$ cat config.mk
export PLATFORM = sky130hd
export DESIGN_NAME = sio_csr_front
export DESIGN_NICKNAME = d
export VERILOG_FILES = /design/src/rtl/sio_pkg.sv /design/src/rtl/sio_fifo.sv /design/src/rtl/sio_csr.sv /design/src/rtl/sio_irq.sv /design/src/rtl/sio_csr_front.sv
export SDC_FILE = /design/constraint.sdc
export NUM_CORES = 1
export LEC_CHECK = 0
export BUFFER_PORTS_ARGS = -buffer_cell sky130_fd_sc_hd__buf_4
export CAP_MARGIN = 20
export CORE_MARGIN = 3
export CORE_UTILIZATION = 35
export DETAILED_ROUTE_END_ITERATION = 6
export GPL_ROUTABILITY_DRIVEN = 1
export GPL_TIMING_DRIVEN = 0
export PLACE_DENSITY = 0.52
export SETUP_SLACK_MARGIN = 0.02
export SLEW_MARGIN = 10
export SYNTH_ARGS = -nofsm -noshare
export SYNTH_HDL_FRONTEND = slang
export SYNTH_SLANG_ARGS = --single-unit
$ cat constraint.sdc
create_clock -name clk -period 8.2 [get_ports clk]
set_clock_uncertainty 0.2 [all_clocks]
set_input_delay 0.82 -clock clk [delete_from_list [all_inputs] [get_ports clk]]
set_output_delay 0.82 -clock clk [all_outputs]
set_load 0.05 [all_outputs]
$ cat src/rtl/sio_pkg.sv
package sio_pkg;
  // word register byte offsets (software decodes these)
  localparam int unsigned OFS_TXP  = 0;
  localparam int unsigned OFS_RXP  = 4;
  localparam int unsigned OFS_CTL  = 8;
  localparam int unsigned OFS_STA  = 12;
  localparam int unsigned OFS_THR  = 16;
  localparam int unsigned OFS_BAUD = 20;

  // control bit positions
  localparam int unsigned CB_TXEN  = 12;
  localparam int unsigned CB_RXEN  = 13;
  localparam int unsigned CB_TXRST = 22;
  localparam int unsigned CB_RXRST = 23;
  localparam int unsigned CB_ECLR  = 24;
  localparam int unsigned CB_RXIE  = 27;
  localparam int unsigned CB_TXIE  = 28;

  // status bit positions
  localparam int unsigned SB_PAR  = 16;
  localparam int unsigned SB_FRM  = 17;
  localparam int unsigned SB_OVF  = 18;
  localparam int unsigned SB_RXE  = 20;
  localparam int unsigned SB_TXF  = 21;
  localparam int unsigned SB_TXE  = 22;
  localparam int unsigned SB_BUSY = 25;

  typedef struct packed {
    logic ovf;
    logic frm;
    logic par;
  } err_flags_t;
endpackage

$ cat src/rtl/sio_fifo.sv
module sio_fifo #(
  parameter int unsigned DW    = 8,
  parameter int unsigned DEPTH = 64
) (
  input  logic                        clk,
  input  logic                        rst_n,
  input  logic                        clr,
  input  logic                        push,
  input  logic [DW-1:0]               din,
  input  logic                        pop,
  output logic [DW-1:0]               dout,
  output logic [$clog2(DEPTH+1)-1:0]  level,
  output logic                        full,
  output logic                        empty
);
  localparam int unsigned AW = $clog2(DEPTH);
  localparam int unsigned CW = $clog2(DEPTH + 1);

  logic [DW-1:0] mem [DEPTH];
  logic [AW-1:0] wr_q, wr_n, rd_q, rd_n;
  logic [CW-1:0] lvl_q, lvl_n;
  logic          push_ok, pop_ok;

  function automatic logic [AW-1:0] bump(input logic [AW-1:0] p);
    return (p == AW'(DEPTH - 1)) ? '0 : p + 1'b1;
  endfunction

  assign full    = (lvl_q == CW'(DEPTH));
  assign empty   = (lvl_q == '0);
  assign push_ok = push && !full && !clr;
  assign pop_ok  = pop && !empty && !clr;

  always_comb begin
    wr_n  = wr_q;
    rd_n  = rd_q;
    lvl_n = lvl_q;
    if (clr) begin
      wr_n  = '0;
      rd_n  = '0;
      lvl_n = '0;
    end else begin
      if (push_ok) wr_n = bump(wr_q);
      if (pop_ok)  rd_n = bump(rd_q);
      case ({push_ok, pop_ok})
        2'b10:   lvl_n = lvl_q + 1'b1;
        2'b01:   lvl_n = lvl_q - 1'b1;
        default: lvl_n = lvl_q;
      endcase
    end
  end

  always_ff @(posedge clk or negedge rst_n) begin
    if (!rst_n) begin
      wr_q  <= '0;
      rd_q  <= '0;
      lvl_q <= '0;
    end else begin
      wr_q  <= wr_n;
      rd_q  <= rd_n;
      lvl_q <= lvl_n;
    end
  end

  always_ff @(posedge clk) begin
    if (push_ok) mem[wr_q] <= din;
  end

  assign dout  = mem[rd_q];
  assign level = lvl_q;

  // level never exceeds depth
  a_r3_no_overflow: assert property (@(posedge clk) disable iff (!rst_n)
    lvl_q <= CW'(DEPTH));
  // a full FIFO stays full when only pushes arrive
  a_r3_full_holds: assert property (@(posedge clk) disable iff (!rst_n)
    (full && push && !pop && !clr) |=> full);
  // a held clear empties the FIFO
  a_r6_clear_empties: assert property (@(posedge clk) disable iff (!rst_n)
    clr |=> empty);
endmodule

$ cat src/rtl/sio_csr.sv
module sio_csr
  import sio_pkg::*;
#(
  parameter int unsigned BUS_AW = 5,
  parameter int unsigned DW     = 8
) (
  input  logic              clk,
  input  logic              rst_n,
  input  logic              sel,
  input  logic              wr,
  input  logic [BUS_AW-1:0] addr,
  input  logic [31:0]       wdata,
  output logic [31:0]       rdata,
  input  logic [DW-1:0]     rx_head,
  input  logic              rx_empty,
  input  logic              tx_full,
  input  logic              tx_empty,
  input  logic              busy,
  input  logic              par_stb,
  input  logic              frm_stb,
  output logic              tx_push,
  output logic              rx_pop,
  output logic              tx_en,
  output logic              rx_en,
  output logic              tx_rst,
  output logic              rx_rst,
  output logic              rx_ie,
  output logic              tx_ie,
  output logic [15:0]       thr,
  output logic [31:0]       baud
);
  logic [31:0] ctrl_q, rdata_q, rdata_n, sta;
  logic [15:0] thr_q;
  logic [31:0] baud_q;
  err_flags_t  err_q, err_n;
  logic        wr_ctl, wr_thr, wr_baud, rd_acc, hit_rxp, ovf_set;

  assign hit_rxp = (addr == BUS_AW'(OFS_RXP));
  assign rd_acc  = sel && !wr;
  assign wr_ctl  = sel && wr && (addr == BUS_AW'(OFS_CTL));
  assign wr_thr  = sel && wr && (addr == BUS_AW'(OFS_THR));
  assign wr_baud = sel && wr && (addr == BUS_AW'(OFS_BAUD));
  assign tx_push = sel && wr && (addr == BUS_AW'(OFS_TXP));
  assign rx_pop  = rd_acc && hit_rxp && !rx_empty && !ctrl_q[CB_RXRST];
  assign ovf_set = tx_push && tx_full && !ctrl_q[CB_TXRST];

  always_comb begin
    sta          = '0;
    sta[SB_PAR]  = err_q.par;
    sta[SB_FRM]  = err_q.frm;
    sta[SB_OVF]  = err_q.ovf;
    sta[SB_RXE]  = rx_empty;
    sta[SB_TXF]  = tx_full;
    sta[SB_TXE]  = tx_empty;
    sta[SB_BUSY] = busy;
  end

  always_comb begin
    rdata_n = '0;
    if (hit_rxp) begin
      if (!rx_empty) rdata_n = {{(32-DW){1'b0}}, rx_head};
    end else if (addr == BUS_AW'(OFS_CTL)) begin
      rdata_n = ctrl_q;
    end else if (addr == BUS_AW'(OFS_STA)) begin
      rdata_n = sta;
    end else if (addr == BUS_AW'(OFS_THR)) begin
      rdata_n = {16'h0, thr_q};
    end else if (addr == BUS_AW'(OFS_BAUD)) begin
      rdata_n = baud_q;
    end
  end

  always_comb begin
    if (ctrl_q[CB_ECLR]) begin
      err_n = '0;
    end else begin
      err_n.par = err_q.par | par_stb;
      err_n.frm = err_q.frm | frm_stb;
      err_n.ovf = err_q.ovf | ovf_set;
    end
  end

  always_ff @(posedge clk or negedge rst_n) begin
    if (!rst_n) begin
      ctrl_q  <= '0;
      thr_q   <= '0;
      baud_q  <= '0;
      rdata_q <= '0;
      err_q   <= '0;
    end else begin
      err_q <= err_n;
      if (wr_ctl)  ctrl_q  <= wdata;
      if (wr_thr)  thr_q   <= wdata[15:0];
      if (wr_baud) baud_q  <= wdata;
      if (rd_acc)  rdata_q <= rdata_n;
    end
  end

  assign rdata  = rdata_q;
  assign tx_en  = ctrl_q[CB_TXEN];
  assign rx_en  = ctrl_q[CB_RXEN];
  assign tx_rst = ctrl_q[CB_TXRST];
  assign rx_rst = ctrl_q[CB_RXRST];
  assign rx_ie  = ctrl_q[CB_RXIE];
  assign tx_ie  = ctrl_q[CB_TXIE];
  assign thr    = thr_q;
  assign baud   = baud_q;

  // a held clear bit keeps every flag at zero
  a_r5_clear_holds: assert property (@(posedge clk) disable iff (!rst_n)
    ctrl_q[CB_ECLR] |=> (err_q == '0));
  // flags are sticky without the clear bit
  a_r5_par_sticky: assert property (@(posedge clk) disable iff (!rst_n)
    (err_q.par && !ctrl_q[CB_ECLR]) |=> err_q.par);
  a_r5_frm_sticky: assert property (@(posedge clk) disable iff (!rst_n)
    (err_q.frm && !ctrl_q[CB_ECLR]) |=> err_q.frm);
  // a write into a full transmit FIFO raises the overflow flag
  a_r3_ovf_flag: assert property (@(posedge clk) disable iff (!rst_n)
    (tx_push && tx_full && !tx_rst && !ctrl_q[CB_ECLR]) |=> err_q.ovf);
  // reading an empty receive port returns zero
  a_r4_empty_read: assert property (@(posedge clk) disable iff (!rst_n)
    (rd_acc && hit_rxp && rx_empty) |=> (rdata_q == '0));
endmodule

$ cat src/rtl/sio_irq.sv
module sio_irq #(
  parameter int unsigned CW = 7
) (
  input  logic          clk,
  input  logic          rst_n,
  input  logic          rx_ie,
  input  logic          tx_ie,
  input  logic [CW-1:0] rx_level,
  input  logic [CW-1:0] tx_level,
  input  logic [15:0]   thr,
  output logic          irq
);
  localparam int unsigned LW = (CW > 8) ? CW : 8;

  logic [LW-1:0] rx_l, tx_l, rx_t, tx_t;
  logic          rx_hit, tx_hit;

  assign rx_l   = LW'(rx_level);
  assign tx_l   = LW'(tx_level);
  assign rx_t   = LW'(thr[7:0]);
  assign tx_t   = LW'(thr[15:8]);
  assign rx_hit = rx_ie && (rx_l >= rx_t);
  assign tx_hit = tx_ie && (tx_l <= tx_t);
  assign irq    = rx_hit || tx_hit;

  // no request while both enables are clear
  a_r7_quiet_when_off: assert property (@(posedge clk) disable iff (!rst_n)
    (!rx_ie && !tx_ie) |-> !irq);
  // an empty receive FIFO raises no request with a non-zero level
  a_r7_rx_empty_quiet: assert property (@(posedge clk) disable iff (!rst_n)
    (!tx_ie && rx_level == '0 && thr[7:0] != 8'h0) |-> !irq);
endmodule

$ cat src/rtl/sio_csr_front.sv
module sio_csr_front
  import sio_pkg::*;
#(
  parameter int unsigned DEPTH  = 64,
  parameter int unsigned BUS_AW = 5
) (
  input  logic              clk,
  input  logic              rst_n,
  input  logic              bus_sel,
  input  logic              bus_wr,
  input  logic [BUS_AW-1:0] bus_addr,
  input  logic [31:0]       bus_wdata,
  output logic [31:0]       bus_rdata,
  output logic [7:0]        tx_data,
  output logic              tx_valid,
  input  logic              tx_take,
  input  logic              tx_busy,
  input  logic [7:0]        rx_data,
  input  logic              rx_valid,
  input  logic              rx_par_err,
  input  logic              rx_frm_err,
  output logic              tx_enable,
  output logic              rx_enable,
  output logic [31:0]       baud_word,
  output logic              irq
);
  localparam int unsigned DW = 8;
  localparam int unsigned CW = $clog2(DEPTH + 1);

  logic          tx_push, rx_pop, tx_en, rx_en, tx_rst, rx_rst, rx_ie, tx_ie;
  logic [15:0]   thr;
  logic [DW-1:0] rx_head, tx_head;
  logic [CW-1:0] tx_level, rx_level;
  logic          tx_full, tx_empty, rx_full, rx_empty;
  logic          tx_pop, rx_push;

  assign tx_valid = !tx_empty && tx_en && !tx_rst;
  assign tx_pop   = tx_valid && tx_take;
  assign rx_push  = rx_valid && rx_en && !rx_rst;

  sio_csr #(.BUS_AW(BUS_AW), .DW(DW)) u_csr (
    .clk(clk), .rst_n(rst_n), .sel(bus_sel), .wr(bus_wr), .addr(bus_addr),
    .wdata(bus_wdata), .rdata(bus_rdata), .rx_head(rx_head),
    .rx_empty(rx_empty), .tx_full(tx_full), .tx_empty(tx_empty),
    .busy(tx_busy), .par_stb(rx_par_err), .frm_stb(rx_frm_err),
    .tx_push(tx_push), .rx_pop(rx_pop), .tx_en(tx_en), .rx_en(rx_en),
    .tx_rst(tx_rst), .rx_rst(rx_rst), .rx_ie(rx_ie), .tx_ie(tx_ie),
    .thr(thr), .baud(baud_word)
  );

  sio_fifo #(.DW(DW), .DEPTH(DEPTH)) u_txq (
    .clk(clk), .rst_n(rst_n), .clr(tx_rst), .push(tx_push), .din(bus_wdata[DW-1:0]),
    .pop(tx_pop), .dout(tx_head), .level(tx_level), .full(tx_full), .empty(tx_empty)
  );

  sio_fifo #(.DW(DW), .DEPTH(DEPTH)) u_rxq (
    .clk(clk), .rst_n(rst_n), .clr(rx_rst), .push(rx_push), .din(rx_data),
    .pop(rx_pop), .dout(rx_head), .level(rx_level), .full(rx_full), .empty(rx_empty)
  );

  sio_irq #(.CW(CW)) u_irq (
    .clk(clk), .rst_n(rst_n), .rx_ie(rx_ie), .tx_ie(tx_ie),
    .rx_level(rx_level), .tx_level(tx_level), .thr(thr), .irq(irq)
  );

  assign tx_data   = tx_head;
  assign tx_enable = tx_en;
  assign rx_enable = rx_en;

  // nothing is offered to the engine while transmit is disabled
  a_r2_hold_when_off: assert property (@(posedge clk) disable iff (!rst_n)
    !tx_en |-> !tx_valid);
  // a full receive FIFO stays full when a byte arrives and nothing is read
  a_r4_rx_full_drop: assert property (@(posedge clk) disable iff (!rst_n)
    (rx_full && rx_valid && !rx_pop && !rx_rst) |=> rx_full);
  // a held transmit reset leaves the transmit FIFO empty
  a_r6_tx_reset_empty: assert property (@(posedge clk) disable iff (!rst_n)
    tx_rst |=> tx_empty);
endmodule

==> results.tsv <==
metric	value	unit
status	completed	
diodes	0	
grt_pass1_wl	183	mm
die_width	373	um
floorplan.initialDensity	35.5	%
numPortBuffers	129	
grt_util_met3	3.24	%
clock-sinks	1177	
cts_made_buffers	119	
drv_slew	0	
top_usage_layer	met2	
end_kind	primary output	
antenna_found_initial	5	
htree_levels	3	
use_met1	24.6	%
synth_fp_nets	2514	
cts_tree	built	
dp_hpwl	84.4	mm
placedCellCount	4315	
grt_max_degree	82	
slew_headroom	25.6	%
yosysSeqAreaShare	73.5	%
nets	2767	
use_met2	30.1	%
r2r_cells	14	
peakVddDrop	0.185	mV
synth_cells	2430	
wirelength	126	mm
synth_top_flop_cell	edfxtp_1	
hold_path_end	u_csr.err_q[0]$_DFF_PN0_	
wl_per_cell	27.9	um
cts.reportedPaths.clkPinSlew	0.06	ns
path_class	reg -> out	
fillers	11900	
vias	24800	
cts_resized	0	
worstHoldStart	rx_par_err	
crit_arrival	4.05	ns
detail_route.first_pass.iterations	6	
utilization	40.8	%
fmax	197	MHz
drtIter0Drc	2380	
finalPower	0.0138	W
synth_area_leaders	edfxtp_1 (65%), mux4_2 (14%), dfrtp_1 (8.1%)	
async_flop_share	13.0	%
grt_pass1_vias	25400	
root_buffer	clkbuf_16	
drc	0	
grt_remaining_overflow	0	
cts_setup_buffers	0	
hold_path.class	in -> reg	
via_per_inst	5.47	
place_congestion	0.851	
synth-edff-count	1024	
clk_path_buf_depth	3	
syn_avg_cell_area	19.3	sq um
yosysTopAreaCellShare	65.4	%
hold_slack	0.127	ns
final-setup-viol-count	0	
fp.dieH	373	um
synth_cell_types	63	
setup-tns-final	0	ns
die_area	139000	sq um
synth_top_cell_by_area	edfxtp_1	
critPathMaxFanout	10	
min_period	5.07	ns
post-route-period-util	61.8	%
r2r-start	u_csr.ctrl_q[22]$_DFFE_PN0P_	
clk_latency	0.74	ns
final-hold-violation-count	0	
stdcell_count	4532	
yosys_warnings	0	
syn-cell-area	47000	sq um
grt_setup_unrepaired	no	
slowest_stage	mux4_2	
start_kind	flop	
slowest_delay	0.62	ns
core_area	132000	sq um
drive_above_1_share	26.3	%
r2r-end	u_txq.level[6]$_DFFE_PN0P_	
hold_depth	3	
ys_ff_latch	1177	
cap_violations	0	
postCtsHoldBufs	1	
pin_count	130	
power.density	256	nW/um^2
ant_nets	0	
power.leakage	17.5	nW
worstPathRequired	7.18	ns
rows	133	
cp_cell_sequence	clkbuf_1, buf_2, buf_2, mux4_2, mux4_2, o22ai_1, nor2_1, buf_4	
tightest_slew	1.12	ns
track_usage	18.3	%
r2r_setup_slack	3.82	ns
area_growth	14.8	%
area by class of cell:
type                            count  area [sq um]  area share [%]
Timing Repair Buffer              132          1020            1.90
Tap cell                         1755          2200            4.07
Inverter                           25          93.8           0.174
Multi-Input combinational cell   1091         11700            21.7
Clock buffer                      153          3160            5.85
Clock inverter                     62           591            1.09
Buffer                            137           617            1.14
Sequential cell                  1177         34600            64.1
cells by family after synthesis:
family | count (synthesis) | synth area share (%)
DFF | 1177 | 73.5
and+or+nand+nor | 435 | 4.24
muxes | 414 | 16.8
AOI/OAI and AO/OA | 194 | 2.74
buffers and inverters | 162 | 1.51
adders and majority gates | 30 | 0.830
xor gates and xnor gates | 18 | 0.335
synth_stat cells, drive strengths merged (6+ instances only):
master / instances
and3: 9
nor2b: 11
clkbuf: 74
o211ai: 13
nand3b: 11
a211oi: 6
dfrtp: 153
mux2i: 41
mux4: 292
nand4: 6
xor2: 6
nand2b: 15
nand2: 82
o31ai: 6
o22ai: 23
xnor2: 12
a21oi: 46
nor2: 225
edfxtp: 1024
o21ai: 37
a221oi: 14
inv: 25
a222oi: 10
mux2: 81
nor3: 9
a22oi: 7
nand3: 35
buf: 63
ha: 28
worst max path at each step:
stage | startpoint | endpoint | cells past startpoint
2_1_floorplan | u_csr.ctrl_q[12]$_DFFE_PN0P_ | u_txq.level[6]$_DFFE_PN0P_ | 13
3_3_place_gp | bus_addr[1] | u_rxq.level[6]$_DFFE_PN0P_ | 16
3_5_place_dp | bus_addr[1] | u_rxq.level[6]$_DFFE_PN0P_ | 16
4_1_cts | u_txq.rd_q[0]$_DFFE_PN0P_ | tx_data[0] | 8
5_1_grt | u_txq.rd_q[0]$_DFFE_PN0P_ | tx_data[0] | 8
6_report | u_txq.rd_q[0]$_DFFE_PN0P_ | tx_data[3] | 8
sequential cells by signal, summed over array words and instances (netlist names):
register      flops
u_txq.rd_q        6
u_csr.baud       32
u_csr.thr        16
u_csr.rdata      32
u_rxq.wr_q        6
u_rxq.mem       512
u_csr.err_q       3
u_txq.level       7
u_rxq.rd_q        6
u_txq.wr_q        6
u_csr.ctrl_q     32
u_rxq.level       7
u_txq.mem       512
layout by cell type (no fill, tap or decap), types with 41 or more instances in the layout:
cell type and count:
a21oi_1 46, mux2_2 81, clkbuf_1 103, edfxtp_1 1024, dfrtp_1 153, nand2_1 79, nor2_1 224, buf_4 144
mux2i_1 41, clkbuf_16 119, mux4_2 292
report_power, final:
| group | internal [W] | leakage, nW | switching [W] |
|---|---|---|---|
| logic | 0.000748 | 4.46 | 0.00110 |
| registers | 0.00661 | 11.2 | 0.000100 |
| clock network | 0.00296 | 1.83 | 0.00229 |
through the flow:
stage,setup slack (ns),cell area (sq um)
floorplan,4.27,47000
global placement,3.53,50200
detailed placement,3.47,50200
CTS,3.04,54000
global route,2.97,54000
finish,3.13,54000
worst max-delay path, delay by kind of cell, from the launching register on:
| kind | cells | cell delay [ns] |
|---|---|---|
| and+or+nand+nor | 1 | 0.16 |
| muxes | 2 | 1.14 |
| DFF | 1 | 0.36 |
| buffers and inverters | 4 | 1.21 |
| AOI/OAI and AO/OA | 1 | 0.41 |
layer usage:
metal  vias to the layer above  wire, um
li1                      10400         -
met1                     13300     52500
met2                       938     62200
met3                       227      7470
met4                         0      4190
met5                         -         0
(Power assumes the default switching activity.)
